`src/rtl/rtr_pkg.sv`:
```
package rtr_pkg;
  localparam int WORD_W      = 48;
  localparam int MANT_W      = 39;
  localparam int POS_FLAG    = 47;
  localparam int POS_KIND_LO = 45;
  localparam int POS_PRES    = 44;
  localparam int POS_SIZE_HI = 43;

  typedef enum logic [1:0] {
    KIND_DIRECT = 2'b00,
    KIND_ARRAY  = 2'b01,
    KIND_PROG   = 2'b10,
    KIND_RSVD   = 2'b11
  } kind_e;

  typedef enum logic [2:0] {
    ACT_PUSH_ENTRY,
    ACT_PUSH_BUILT,
    ACT_READ_DIRECT,
    ACT_READ_ELEM,
    ACT_PUSH_ELEM_DESC,
    ACT_BRANCH,
    ACT_FAULT_BOUNDS,
    ACT_FAULT_ABSENT
  } act_e;

  typedef enum logic [2:0] {
    ST_IDLE,
    ST_TBL_REQ,
    ST_TBL_WAIT,
    ST_DAT_REQ,
    ST_DAT_WAIT
  } state_e;

  localparam logic [1:0] CAUSE_BOUNDS = 2'b01;
  localparam logic [1:0] CAUSE_ABSENT = 2'b10;
endpackage

```
`src/rtl/rtr_classify.sv`:
```
module rtr_classify
  import rtr_pkg::*;
(
  input  logic       flag_i,
  input  logic [1:0] kind_i,
  input  logic       present_i,
  input  logic       desc_call_i,
  input  logic       in_range_i,
  output act_e       act_o
);
  always_comb begin
    if (!flag_i) begin
      act_o = desc_call_i ? ACT_PUSH_BUILT : ACT_PUSH_ENTRY;
    end else begin
      unique case (kind_e'(kind_i))
        KIND_PROG:  act_o = present_i ? ACT_BRANCH : ACT_FAULT_ABSENT;
        KIND_ARRAY: begin
          if (!in_range_i)     act_o = ACT_FAULT_BOUNDS;
          else if (desc_call_i) act_o = ACT_PUSH_ELEM_DESC;
          else                 act_o = ACT_READ_ELEM;
        end
        default:    act_o = desc_call_i ? ACT_PUSH_ENTRY : ACT_READ_DIRECT;
      endcase
    end
  end
endmodule

```
`src/rtl/rtr_bounds.sv`:
```
module rtr_bounds #(
  parameter int IDX_W  = 10,
  parameter int ADDR_W = 15,
  parameter int MANT_W = 39
) (
  input  logic [MANT_W-1:0] index_i,
  input  logic [IDX_W-1:0]  size_i,
  input  logic [ADDR_W-1:0] base_i,
  output logic              in_range_o,
  output logic [ADDR_W-1:0] elem_addr_o
);
  localparam int PAD_M = MANT_W - IDX_W;
  localparam int PAD_A = ADDR_W - IDX_W;

  assign in_range_o  = index_i < {{PAD_M{1'b0}}, size_i};
  assign elem_addr_o = base_i + {{PAD_A{1'b0}}, index_i[IDX_W-1:0]};
endmodule

```
`src/rtl/rtr_fault_latch.sv`:
```
module rtr_fault_latch #(
  parameter int IDX_W = 10
) (
  input  logic             clk_i,
  input  logic             rst_ni,
  input  logic             set_i,
  input  logic [1:0]       cause_i,
  input  logic [IDX_W-1:0] index_i,
  output logic             irq_o,
  output logic [1:0]       cause_o,
  output logic [IDX_W-1:0] fault_index_o
);
  always_ff @(posedge clk_i or negedge rst_ni) begin
    if (!rst_ni) begin
      irq_o         <= 1'b0;
      cause_o       <= 2'b00;
      fault_index_o <= '0;
    end else begin
      irq_o <= set_i;
      if (set_i) begin
        cause_o       <= cause_i;
        fault_index_o <= index_i;
      end
    end
  end

  AST_FAULT_HOLD: assert property (@(posedge clk_i) disable iff (!rst_ni)
    !irq_o |-> $stable(fault_index_o) && $stable(cause_o));
  AST_IRQ_PULSE: assert property (@(posedge clk_i) disable iff (!rst_ni)
    irq_o |-> cause_o != 2'b00);
endmodule

```
`src/rtl/rtr_resolver.sv`:
```
module rtr_resolver
  import rtr_pkg::*;
#(
  parameter int IDX_W  = 10,
  parameter int ADDR_W = 15
) (
  input  logic                     clk_i,
  input  logic                     rst_ni,
  input  logic                     req_valid_i,
  output logic                     req_ready_o,
  input  logic                     req_desc_call_i,
  input  logic [IDX_W-1:0]         req_index_i,
  input  logic [ADDR_W-1:0]        table_base_i,
  input  logic [rtr_pkg::MANT_W-1:0] stk_index_i,
  output logic                     mem_req_o,
  output logic [ADDR_W-1:0]        mem_addr_o,
  input  logic                     mem_rvalid_i,
  input  logic [rtr_pkg::WORD_W-1:0] mem_rdata_i,
  output logic                     push_o,
  output logic [rtr_pkg::WORD_W-1:0] push_data_o,
  output logic                     pop_o,
  output logic                     branch_o,
  output logic [ADDR_W-1:0]        branch_addr_o,
  output logic                     done_o,
  output logic                     irq_o,
  output logic [1:0]               irq_cause_o,
  output logic [IDX_W-1:0]         fault_index_o
);
  localparam int SIZE_LO = POS_SIZE_HI - IDX_W + 1;
  localparam int PAD_A   = ADDR_W - IDX_W;

  state_e              state_q;
  logic [IDX_W-1:0]    idx_q;
  logic                call_q;
  logic [MANT_W-1:0]   mant_q;
  logic [ADDR_W-1:0]   addr_q;
  logic                indexed_q;

  logic                in_range;
  logic [ADDR_W-1:0]   elem_addr;
  act_e                act;
  logic                tbl_hit;
  logic                fault_set;
  logic [1:0]          fault_cause;

  function automatic logic [WORD_W-1:0] mk_ref(input logic [ADDR_W-1:0] a);
    logic [WORD_W-1:0] w;
    w = '0;
    w[POS_FLAG] = 1'b1;
    w[POS_PRES] = 1'b1;
    w[ADDR_W-1:0] = a;
    return w;
  endfunction

  rtr_bounds #(.IDX_W(IDX_W), .ADDR_W(ADDR_W), .MANT_W(MANT_W)) i_bounds (
    .index_i     (mant_q),
    .size_i      (mem_rdata_i[POS_SIZE_HI:SIZE_LO]),
    .base_i      (mem_rdata_i[ADDR_W-1:0]),
    .in_range_o  (in_range),
    .elem_addr_o (elem_addr)
  );

  rtr_classify i_classify (
    .flag_i      (mem_rdata_i[POS_FLAG]),
    .kind_i      (mem_rdata_i[POS_KIND_LO+1:POS_KIND_LO]),
    .present_i   (mem_rdata_i[POS_PRES]),
    .desc_call_i (call_q),
    .in_range_i  (in_range),
    .act_o       (act)
  );

  assign tbl_hit     = (state_q == ST_TBL_WAIT) && mem_rvalid_i;
  assign fault_set   = tbl_hit && (act == ACT_FAULT_BOUNDS || act == ACT_FAULT_ABSENT);
  assign fault_cause = (act == ACT_FAULT_BOUNDS) ? CAUSE_BOUNDS : CAUSE_ABSENT;

  rtr_fault_latch #(.IDX_W(IDX_W)) i_fault (
    .clk_i         (clk_i),
    .rst_ni        (rst_ni),
    .set_i         (fault_set),
    .cause_i       (fault_cause),
    .index_i       (idx_q),
    .irq_o         (irq_o),
    .cause_o       (irq_cause_o),
    .fault_index_o (fault_index_o)
  );

  assign req_ready_o = (state_q == ST_IDLE);
  assign mem_req_o   = (state_q == ST_TBL_REQ) || (state_q == ST_DAT_REQ);
  assign mem_addr_o  = addr_q;

  always_ff @(posedge clk_i or negedge rst_ni) begin
    if (!rst_ni) begin
      state_q       <= ST_IDLE;
      idx_q         <= '0;
      call_q        <= 1'b0;
      mant_q        <= '0;
      addr_q        <= '0;
      indexed_q     <= 1'b0;
      push_o        <= 1'b0;
      push_data_o   <= '0;
      pop_o         <= 1'b0;
      branch_o      <= 1'b0;
      branch_addr_o <= '0;
      done_o        <= 1'b0;
    end else begin
      push_o   <= 1'b0;
      pop_o    <= 1'b0;
      branch_o <= 1'b0;
      done_o   <= 1'b0;
      unique case (state_q)
        ST_IDLE: if (req_valid_i) begin
          idx_q   <= req_index_i;
          call_q  <= req_desc_call_i;
          mant_q  <= stk_index_i;
          addr_q  <= table_base_i + {{PAD_A{1'b0}}, req_index_i};
          state_q <= ST_TBL_REQ;
        end
        ST_TBL_REQ: state_q <= ST_TBL_WAIT;
        ST_TBL_WAIT: if (mem_rvalid_i) begin
          state_q <= ST_IDLE;
          done_o  <= 1'b1;
          unique case (act)
            ACT_PUSH_ENTRY: begin
              push_o      <= 1'b1;
              push_data_o <= mem_rdata_i;
            end
            ACT_PUSH_BUILT: begin
              push_o      <= 1'b1;
              push_data_o <= mk_ref(addr_q);
            end
            ACT_PUSH_ELEM_DESC: begin
              push_o      <= 1'b1;
              pop_o       <= 1'b1;
              push_data_o <= mk_ref(elem_addr);
            end
            ACT_READ_DIRECT: begin
              done_o    <= 1'b0;
              addr_q    <= mem_rdata_i[ADDR_W-1:0];
              indexed_q <= 1'b0;
              state_q   <= ST_DAT_REQ;
            end
            ACT_READ_ELEM: begin
              done_o    <= 1'b0;
              addr_q    <= elem_addr;
              indexed_q <= 1'b1;
              state_q   <= ST_DAT_REQ;
            end
            ACT_BRANCH: begin
              branch_o      <= 1'b1;
              branch_addr_o <= mem_rdata_i[ADDR_W-1:0];
            end
            default: ;
          endcase
        end
        ST_DAT_REQ: state_q <= ST_DAT_WAIT;
        ST_DAT_WAIT: if (mem_rvalid_i) begin
          push_o      <= 1'b1;
          push_data_o <= mem_rdata_i;
          pop_o       <= indexed_q;
          done_o      <= 1'b1;
          state_q     <= ST_IDLE;
        end
        default: state_q <= ST_IDLE;
      endcase
    end
  end

  AST_ONE_READ_STROBE: assert property (@(posedge clk_i) disable iff (!rst_ni)
    mem_req_o |=> !mem_req_o);
  AST_BUSY_AFTER_ACCEPT: assert property (@(posedge clk_i) disable iff (!rst_ni)
    (req_valid_i && req_ready_o) |=> !req_ready_o);
  AST_DONE_PULSE: assert property (@(posedge clk_i) disable iff (!rst_ni)
    done_o |=> !done_o);
  AST_RESULT_WITH_DONE: assert property (@(posedge clk_i) disable iff (!rst_ni)
    (push_o || branch_o || irq_o) |-> done_o);
  AST_POP_WITH_PUSH: assert property (@(posedge clk_i) disable iff (!rst_ni)
    pop_o |-> push_o);
  AST_FAULT_SILENT: assert property (@(posedge clk_i) disable iff (!rst_ni)
    irq_o |-> !push_o && !pop_o && !branch_o);
  AST_FAULT_INDEX: assert property (@(posedge clk_i) disable iff (!rst_ni)
    irq_o |-> fault_index_o == idx_q);
  AST_BRANCH_NO_PUSH: assert property (@(posedge clk_i) disable iff (!rst_ni)
    branch_o |-> !push_o && !irq_o);
endmodule

```
`config.mk`:
```
export PLATFORM = sky130hd
export DESIGN_NAME = rtr_resolver
export DESIGN_NICKNAME = d
export VERILOG_FILES = /design/src/rtl/rtr_pkg.sv /design/src/rtl/rtr_classify.sv /design/src/rtl/rtr_bounds.sv /design/src/rtl/rtr_fault_latch.sv /design/src/rtl/rtr_resolver.sv
export SDC_FILE = /design/constraint.sdc
export NUM_CORES = 1
export LEC_CHECK = 0
export BUFFER_PORTS_ARGS = -buffer_cell sky130_fd_sc_hd__buf_2
export CORE_AREA = 3 3 117 130
export CTS_BUF_LIST = sky130_fd_sc_hd__clkbuf_8
export DETAILED_ROUTE_END_ITERATION = 12
export DIE_AREA = 0 0 120 133
export PLACE_DENSITY = 0.82
export SYNTH_ARGS = -nofsm -noshare
export SYNTH_HDL_FRONTEND = slang
export SYNTH_HIERARCHICAL = 1
export SYNTH_SLANG_ARGS = --single-unit
```
`constraint.sdc`:
```
create_clock -name clk_i -period 5.6 [get_ports clk_i]
set_input_delay 0.56 -clock clk_i [delete_from_list [all_inputs] [get_ports clk_i]]
set_output_delay 0.56 -clock clk_i [all_outputs]
set_load 0.01 [all_outputs]
```
* Yosys cells after proc, flatten, opt, wreduce, memory -nomap -nowiden
Index checks and enable logic that the tools add are counted.
Word-level totals: register bits after elaboration 149, word-level logic and storage cells 89
Operators by class: add/subtract/negate cells 2, order comparisons 1, equal/unequal tests 18, multiplexer cells 36, reduce and logical (&&, ||, !) cells 17
Operators with widths (count):
- $pmux W48 S3 | 1
- $mux W48 | 2
- $pmux W48 S2 | 1
- $pmux W15 S2 | 2
- $lt A39 B10 Y1 | 1
- $add A15 B10 Y15 | 2
- $mux W15 | 2
- $mux W3 | 6
- $eq A3 B3 Y1 const B | 5
- $pmux W3 S5 | 1
- $eq A3 B2 Y1 const B | 4
- $mux W1 | 12
- $reduce_and A3 Y1 | 3
- $mux W2 | 4
- $pmux W1 S2 | 4
- $reduce_and A4 Y1 | 2
- $eq A3 B1 Y1 const B | 2
- $logic_not A3 Y1 | 2
- $ne A2 B2 Y1 const B | 3
- $pmux W3 S2 | 1
- $reduce_bool A2 Y1 | 3
- $ne A4 B1 Y1 const B | 1
- $ne A3 B1 Y1 const B | 1
- $reduce_or A3 Y1 | 1
- 6 further kinds | 8

* Logic depth before layout (Yosys ltp)
Gate-level depths: netlist (run 1).
word-level depth 9, gate-level depth with buffers 17, mapped depth without buffers 16

* Hierarchy
The synthesis (run 1) kept the hierarchy.
By module, submodules not included:
- rtr_resolver | times used 1, cells an instance 702, area an instance 6263.5 sq um, seq. area each 3403.3 sq um
- rtr_bounds | times used 1, cells an instance 104, area an instance 778.2 sq um, seq. area each 0.0 sq um
- rtr_fault_latch | times used 1, cells an instance 26, area an instance 509.2 sq um, seq. area each 325.3 sq um
- rtr_classify | times used 1, cells an instance 16, area an instance 98.8 sq um, seq. area each 0.0 sq um

* Worst setup path after synthesis (run 1)
No wires, ideal clock.
path kind input to register, from input port mem_rdata_i[35] (netlist bit), to register addr_q[10], in the netlist mem_addr_o[10], setup time 0.132 ns, arrival 3.016 ns, required time 5.468 ns, path slack 2.452 ns, cell stages on the path 15, path through inv_1 > ha_1 > a211oi_1 > or3_1 > a31oi_1 > nor4_1 > a21oi_1 > o211a_1 > nor2b_1 > nand2_1 > clkbuf_1 > mux2i_1 > nor3_1 > a21oi_1 > o21ai_1
Between the ends: longest elaborated chain between the ends 8, elaborated cells between the ends (all ways) 11, those cells by class order compare (1); eq/ne (3); mux (6); reduce/logical (1)
Ends and longest elaborated chain:
- start: declaration | RTL line rtr_resolver.sv:18 | input logic [rtr_pkg::WORD_W-1:0] mem_rdata_i,
- $lt A39 B10 Y1 (*) | RTL line rtr_bounds.sv:15 | assign in_range_o = index_i < {{PAD_M{1'b0}}, size_i};
- via in_range | RTL line rtr_resolver.sv:39 | logic in_range;
- $mux W3 (*) | RTL line rtr_classify.sv:18 | if (!in_range_i) act_o = ACT_FAULT_BOUNDS;
- $pmux W3 S2 (*) | RTL line rtr_classify.sv:15 | unique case (kind_e'(kind_i))
- $mux W3 (*) | RTL line rtr_classify.sv:12 | if (!flag_i) begin
- via act[1] | RTL line rtr_resolver.sv:41 | act_e act;
- $eq A3 B2 Y1 | RTL line rtr_resolver.sv:122 | unique case (act)
- $pmux W15 S2 | RTL line rtr_resolver.sv:122
- $mux W15 | RTL line rtr_resolver.sv:119 | ST_TBL_WAIT: if (mem_rvalid_i) begin
- $pmux W15 S2 | RTL line rtr_resolver.sv:110 | unique case (state_q)
- end signal: assignment | RTL line rtr_resolver.sv:115 | addr_q <= table_base_i + {{PAD_A{1'b0}}, req_index_i};
- end signal: assignment | RTL line rtr_resolver.sv:138 | addr_q <= mem_rdata_i[ADDR_W-1:0];
- end signal: assignment | RTL line rtr_resolver.sv:144 | addr_q <= elem_addr;
- end: declaration | RTL line rtr_resolver.sv:36 | logic [ADDR_W-1:0] addr_q;
Mark *: on every way through the listed nets, which the timed path passes. The rest lies on a longest branch. The select of a mux whose other input is x is not followed. A chain may end at the register's enable or synchronous reset.

* Final worst setup path (run 1)
from register mant_q[9], to register push_data_o[12] (netlist bit)
Between the ends: longest elaborated chain between the ends 8, elaborated cells between the ends (all ways) 13, those cells by class add/sub (1); order compare (1); eq/ne (3); mux (6); reduce/logical (2)
Ends and longest elaborated chain:
- start: declaration | RTL line rtr_resolver.sv:35 | logic [MANT_W-1:0] mant_q;
- start signal: assignment | RTL line rtr_resolver.sv:114 | mant_q <= stk_index_i;
- $lt A39 B10 Y1 (*) | RTL line rtr_bounds.sv:15
- via in_range | RTL line rtr_resolver.sv:39
- $mux W3 (*) | RTL line rtr_classify.sv:18
- $pmux W3 S2 (*) | RTL line rtr_classify.sv:15
- $mux W3 (*) | RTL line rtr_classify.sv:12
- via act[0] | RTL line rtr_resolver.sv:41
- $eq A3 B3 Y1 (tied with other cells) | RTL line rtr_resolver.sv:122
- $pmux W48 S3 | RTL line rtr_resolver.sv:122
- $mux W48 | RTL line rtr_resolver.sv:119
- $pmux W48 S2 | RTL line rtr_resolver.sv:110
- end signal: assignment | RTL line rtr_resolver.sv:125 | push_data_o <= mem_rdata_i;
- end signal: assignment | RTL line rtr_resolver.sv:129 | push_data_o <= mk_ref(addr_q);
- end signal: assignment | RTL line rtr_resolver.sv:134 | push_data_o <= mk_ref(elem_addr);
- end: declaration | RTL line rtr_resolver.sv:20 | output logic [rtr_pkg::WORD_W-1:0] push_data_o,
Marks and branches as above.

==> results by group, run 1 <==
Finish
  – Multi-input gate area in the final layout: 3695 um^2
  – Layout cells sized above 1: a little over a quarter
  – Layout Nets: ~1.2k
  – Filler cells: ~1.1k
  – Register area: 3729 um^2
  – P&R area growth vs syn: 22.05%

Timing
  – Final Max Slew Viols: 0
  – RSZ-0062 raised after global routing: no
  – Setup TNS: 0 ns
  – Final period util: 71.94%
  – Hold slack: 0.1350 ns
  – Worst slew margin: 21.62%
  – Fmax: 0.2482 GHz
  – Setup violators final: 0
  – Worst-Margin Slew: 1.174 ns
  – Final critical-path required period: 4.029 ns
  – Setup skew after layout: 0.01136 ns
  – Fin. Hold Viols: 0

Clock network
  – H-tree lvl count: 4
  – Setup repair bufs after CTS: 0
  – CTS Hold Buffers Added: 0
  – PostCTS Resize Cnt: 0
  – Total CTS buffers: 17
  – Sink Count: 149
  – Clock Tree Root: clkbuf_8
  – Reg clk slew, reported paths: 0.08 ns
  – Clk_lat worst skew: 0.45 ns
  – Clock Tree Buf Depth: 2
  – CTS tree: done

Synthesis
  – Cell Area, Synth: 7650 um^2
  – Top cells by count, synth: 256 x nand2_1, 149 x dfrtp_1, 53 x a21oi_1
  – Synth area leader: dfrtp_1
  – #FFs+latches synth: roughly 150
  – Largest cells by area after synthesis: dfrtp_1 49%, nand2_1 13%, ha_1 5.1%, a21oi_1 3.5%, o21ai_0 3.4%
  – Post-synth EDFFs: 0
  – Syn_area_per_cell: 9.021 um^2
  – Compound-Gate Fraction of Synth Area: 13.25%
  – Share of flip-flops with an asynchronous set or reset: 100.0%
  – Largest family of logic cells by synthesized area: simple AND/OR/NAND/NOR gates
  – Multiplexer share of the synthesized area: 5.937%
  – Syn_nets: 998
  – XOR/XNOR share of the synthesized area: about 2.3%
  – Share of the synthesized area in the top cell type: between 40% and 50%
  – Seq/Total Area, Yosys: 48.74%
  – Most used DFF post-synth: dfrtp_1
  – Adder-cell share of the synthesized area: around 5.6%
  – Post-Synth Simple-Gate Area: just over 20%
  – Post-synthesis cell type count: 51
  – Synth Warn #: 6
  – Post-Synthesis Cells: 848
  – Cell with the most instances after synthesis: nand2_1

Die
  – IO Pins: 214
  – Overall die area: 15960 um^2
  – Die Wd: 120 um
  – Chip Height: approximately 130 um
  – Core area: 13910 um^2
  – Num rows: 45
  – Initial Utilization: 55.01%

Routing
  – 1st-pass router iterations: 5
  – Iteration-0 DRC Markers: 421
  – Vias/cell: 5.402
  – Final ANT Viol Nets: 0
  – Vias: ~6.7k
  – WL per Instance: 16.19 um
  – Final wirelength: 20.22 mm
  – DRC viols: 0

Setup path
  – CP arrival: 4.34 ns
  – Reg2Reg Launch Point: mant_q[9]
  – CP Launch Type: flip-flop
  – Crit path max fanout: 48
  – WS Path Type: flip-flop to flip-flop
  – Required @ worst endpoint: 5.91 ns
  – Critical Path Source: mant_q[9]
  – Worst Setup End Kind: flip-flop

Global routing
  – Pin count of the biggest net entering global routing: between 80 and 90
  – GRT overflow: 0
  – Antenna violations before repair: 2
  – GRT Overall Usage: between 20% and 30%
  – First-pass GRT wire length: 32.55 mm
  – Vias in the first global route: 6415

Place
  – GP Congestion: roughly 0.9
  – DP HPWL: 14.88 mm
  – Port Buf Inserts: about 210

Power and ir drop
  – Leakage Power: 0.005069 uW
  – Pwr Density: around 500 nW/um^2
  – Max VDD drop: about 0.26 mV

Run status
  – Status: complete, no violations

Flow run
  – Max Cap Viol: 0

Hold path
  – Hold Path Class: primary input to async pin
[cell type report]
class | instances | area share, %
multi-input cells | 634 | 39.57
clock buffers | 22 | 3.243
inverters | 24 | 0.9649
repair buffers | 221 | 12.13
diodes | 2 | 0.05360
flip-flops and latches | 149 | 39.94
clock inverters | 9 | 1.581
well taps | 188 | 2.519
[power by group]
part           total, uW  switching, uW  leakage [uW]  internal (uW)
clock                932            392      0.000231            540
combinational       1800           1090       0.00294            709
sequential          1810            307       0.00190           1500
total               4540           1790       0.00507           2750
[state kept, by name, summed over array words and instances (netlist names), 2 cells and up]
name                   flops
i_fault/fault_index_o     10
mant_q                    39
mem_addr_o                15
state_q                    3
branch_addr_o             15
idx_q                     10
push_data_o               48
i_fault/cause_o            2
[layer usage]
layer  part of all wire [%]  vias up  wire length (um)  global-route usage [%]
met1                     44     3163              8919                   34.82
met5                      0        -                 0                       0
met3                    7.8       24              1570                   6.114
met2                     47      277              9424                   39.99
li1                       -     3283                 -                       -
met4                    1.5        0               308                   8.339
[through the flow]
stage,area (um^2),std cells,utilization (%),setup slack [ns],total power [uW]
global route,9336,1249,67.13,1.197,4886
global placement,8881,1216,63.86,1.545,3546
finish,9336,1249,67.13,1.571,4537
floorplan,7650,848,-,2.452,2942
detailed placement,8881,1216,63.86,1.438,3610
CTS,9331,1247,67.10,1.622,4552
[final timing paths]
check,end,slack (ns),cells after the start
worst max-delay path,push_data_o[12],1.57,11
worst min-delay path,push_data_o[19],0.14,1
worst max register to register,push_data_o[12],1.57,11
worst min register to register,push_data_o[4],0.48,2
max in group asynchronous,mem_addr_o[13],4.17,2
min in group clk_i,mant_q[22],0.30,3
[critical path, stage by stage, from the launching register on]
cell	delay, ns
dfrtp_1	0.45
ha_1	0.25
nor4_1	0.22
nand4_1	0.17
nor4_1	0.47
a31oi_1	0.17
o22ai_1	0.17
buf_4	0.23
nor3b_2	0.85
o21bai_4	0.52
a21oi_1	0.30
o21ai_0	0.09
[placed cells by master, fill, tap and decap left out, drive strengths merged, types with 24 or more instances in the layout]
cell type  count
ha            31
nand2        256
mux2          29
dfrtp        149
buf          221
inv           24
o21ai         73
a21oi         53
nor2          36
[cells by family (layout without fill, tap and decap cells)]
kind of cell / count (synthesis) / count (layout)
flip-flops: 149 / 149
buffers and inverters: 65 / 276
other: 0 / 2
XOR/XNOR: 20 / 20
AO/OA/AOI/OAI: 175 / 175
multiplexers: 38 / 38
adder cells (fa/ha/maj): 33 / 33
AND/OR/NAND/NOR: 368 / 368
(Power assumes the default switching activity.)
==> run 2, diff against run 1 <==
CORE_AREA = 3 3 124 138   (was 3 3 117 130)
DIE_AREA = 0 0 127 141   (was 0 0 120 133)
PLACE_DENSITY = 0.77   (was 0.82)
clock period = 3.7 ns   (was 5.6 ns; I/O delays follow)
==> run 2 against run 1 <==
Effect of this change:
- via count is 2.7% lower
- combinational power up 54%
- largest power group is now combinational cells
- sequential power rose by 49%
- first-iteration DRC count decreased by 6.2%
- critical path type unchanged
- design area increased by 0.88%
- core utilization fell by 7.3 points
==> results by group, run 2 (synthesis gave the netlist of run 1 again) <==
Power and ir drop
  – Leakage Power: 0.005112 uW (+0.85%)
  – Pwr Density: 731.3 nW/um^2 (+51%)
  – Max VDD drop: 0.3318 mV (+27%)

Setup path
  – R2R Path End: mem_addr_o[13]
  – Required @ worst endpoint: 4.03 ns (-1.88 ns)
  – WS Path Type: flip-flop to flip-flop
  – CP max-delay cell: nor4_1
  – Crit path max fanout: 14 (-71%)
  – R2r setup slk: 0.37 ns (-1.20 ns)
  – CP arrival: 3.67 ns (-0.67 ns)
  – FF-to-FF path depth: 13 (+2)
  – Reg2Reg Launch Point: mant_q[9]
  – Worst path max stage delay: 0.49 ns (-0.36 ns)
  – Critical Path, Cell by Cell: ha_1, nor4_1, nand4_1, nor4_1, a31oi_1, o22ai_1, buf_4, nand2_1, buf_4, mux2i_1, nor3_1, a21oi_1, nand3_1
  – WP buf/inv: 2 (+1)
  – Worst Setup End Kind: flip-flop
  – CP delay by family, top: simple AND/OR/NAND/NOR gates
  – CP Launch Type: flip-flop

Routing
  – 1st-pass router iterations: 4 (-1)
  – Final ANT Viol Nets: 0 (unchanged)
  – Vias/cell: 5.184 (-4.0%)
  – Vias: 6563 (-2.7%)
  – DRC viols: 0 (unchanged)
  – Iteration-0 DRC Markers: 395 (-6.2%)
  – WL per Instance: 16.03 um (-0.99%)
  – Final wirelength: 20.30 mm (+0.36%)

Clock network
  – Reg clk slew, reported paths: 0.08 ns (about the same)
  – Total CTS buffers: 17 (unchanged)
  – Sink Count: 149 (unchanged)
  – CTS Hold Buffers Added: 0 (unchanged)
  – H-tree lvl count: 4 (unchanged)
  – CTS tree: done
  – Clk_lat worst skew: 0.46 ns (about the same)
  – Clock Tree Root: clkbuf_8
  – Clock Tree Buf Depth: 2 (unchanged)

Die
  – Chip Height: 141 um (+6.0%)
  – Die Wd: 127 um (+5.8%)
  – IO Pins: 214 (unchanged)
  – Num rows: 48 (+6.7%)
  – Initial Utilization: 48.62% (-6.4 points)
  – Core area: 15740 um^2 (+13%)
  – Overall die area: 17910 um^2 (+12%)

Timing
  – Setup skew after layout: 0.01297 ns (+0.001609 ns)
  – Final Max Slew Viols: 0 (unchanged)
  – Setup WS post-layout: 0.3667 ns (-1.205 ns)
  – Hold slack: 0.07690 ns (-0.05814 ns)
  – Final period util: 90.09% (+18 points)
  – Fmax: 0.3000 GHz (+21%)
  – Setup violators final: 0 (unchanged)
  – Setup TNS: 0 ns (unchanged)
  – RSZ-0062 raised after global routing: no
  – Worst-Margin Slew: 1.046 ns (-0.1283 ns)
  – Worst slew margin: 30.29% (+8.7 points)
  – Final critical-path required period: 3.333 ns (-0.6954 ns)
  – Fin. Hold Viols: 0 (unchanged)

Finish
  – Layout cells sized above 1: 27.02% (+0.48 points)
  – Top flop regs: push_data_o (48), mant_q (39)
  – Filler cells: 1440 (+26%)
  – # diodes: 0 (-2)
  – Max reg flops: 48 (unchanged)
  – Commonest non-fill, non-tap cells in the layout: 255 x nand2_1, 212 x buf_2, 149 x dfrtp_1
  – Multi-input gate area in the final layout: 3696 um^2 (about the same)
  – P&R area growth vs syn: 23.13%
  – Layout Nets: 1206 (+0.75%)
  – Commonest non-fill, non-tap cell in the layout: nand2_1
  – Register area: 3729 um^2 (unchanged)
  – Biggest register: push_data_o

Global routing
  – GRT Overall Usage: 23.03% (-2.4 points)
  – Pin count of the biggest net entering global routing: 117 (+34%)
  – GRT overflow: 0 (unchanged)
  – Vias in the first global route: 6442 (+0.42%)
  – Antenna violations before repair: 0 (-2)
  – First-pass GRT wire length: 32.94 mm (+1.2%)

Place
  – Port Buf Inserts: 213 (unchanged)
  – Post-placement setup slack: 0.2750 ns (-1.163 ns)
  – GP Congestion: 0.8847 (-4.5%)
  – DP HPWL: 15.48 mm (+4.0%)

Hold path
  – Hold Path Class: primary input to async pin

Run status
  – Status: complete, no violations

Flow run
  – Max Cap Viol: 0 (unchanged)
==> run 2: cell count changes in the layout (fill, tap and decap cells not counted), sizes merged <==
| cell | before | now |
|---|---|---|
| bufinv | 4 | 5 |
| inv | 24 | 26 |
| diode | 2 | 0 |
| buf | 221 | 230 |
| clkbuf | 22 | 19 |
| clkinv | 4 | 2 |
==> run 2: report_power, final <==
part / internal (uW) / leakage [uW] / switching (uW)
Clock: 825 / 0.000225 / 596
Sequential: 2270 / 0.00190 / 426
Combinational: 1100 / 0.00299 / 1660
Total: 4200 / 0.00511 / 2690
==> run 2: worst max-delay path by stage <==
stage / cells past startpoint / endpoint / slack (ns) / from
final: 13 / mem_addr_o[13] / 0.37 / mant_q[9]
after CTS: 13 / mem_addr_o[8] / 0.26 / mant_q[9]
after global placement: 15 / mem_addr_o[5] / 0.42 / mem_rdata_i[43]
after global routing: 10 / push_data_o[20] / 0.01 / mant_q[9]
after detailed placement: 16 / mem_addr_o[8] / 0.27 / mem_rdata_i[35]
after floorplan: 14 / mem_addr_o[10] / 0.69 / mant_q[1]
==> run 2: final cells by class <==
class / instances / share of cell area (%)
Sequential cell: 149 / 39.59
Multi-Input combinational cell: 634 / 39.24
Timing Repair Buffer: 230 / 12.87
Clock buffer: 19 / 2.776
Tap cell: 200 / 2.657
Clock inverter: 10 / 1.913
Inverter: 24 / 0.9564
==> run 2: worst reg2reg max path, cell delays in order (launching register included) <==
cell and delay [ns]:
dfrtp_1 0.46, ha_1 0.25, nor4_1 0.21, nand4_1 0.17, nor4_1 0.49, a31oi_1 0.15, o22ai_1 0.39, buf_4 0.26
nand2_1 0.09, buf_4 0.21, mux2i_1 0.22, nor3_1 0.07, a21oi_1 0.14, nand3_1 0.09
==> run 2: routing by layer <==
layer / vias up / global-route usage [%] / part of all wire [%]
li1: 3311 / - / -
met1: 3038 / 30.93 / 44
met2: 181 / 36.73 / 47
met3: 33 / 5.343 / 6.1
met5: - / 0 / 0
met4: 0 / 8.187 / 2.7
==> run 2: through the flow <==
step | instance area (um^2) | cells | util, % | total power, uW
after global placement | 8976 | 1237 | 57.05 | 5426
after CTS | 9418 | 1266 | 59.85 | 6943
after global routing | 9419 | 1266 | 59.86 | 7441
after floorplan | 7650 | 848 | - | 4453
after detailed placement | 8976 | 1237 | 57.05 | 5509
final | 9419 | 1266 | 59.86 | 6888
==> run 2: timing repair <==
| action | in CTS | in global routing |
|---|---|---|
| setup endpoints to repair | 0 | 7 |
| setup buffers | 0 | 0 |
| resized for setup | 0 | 1 |
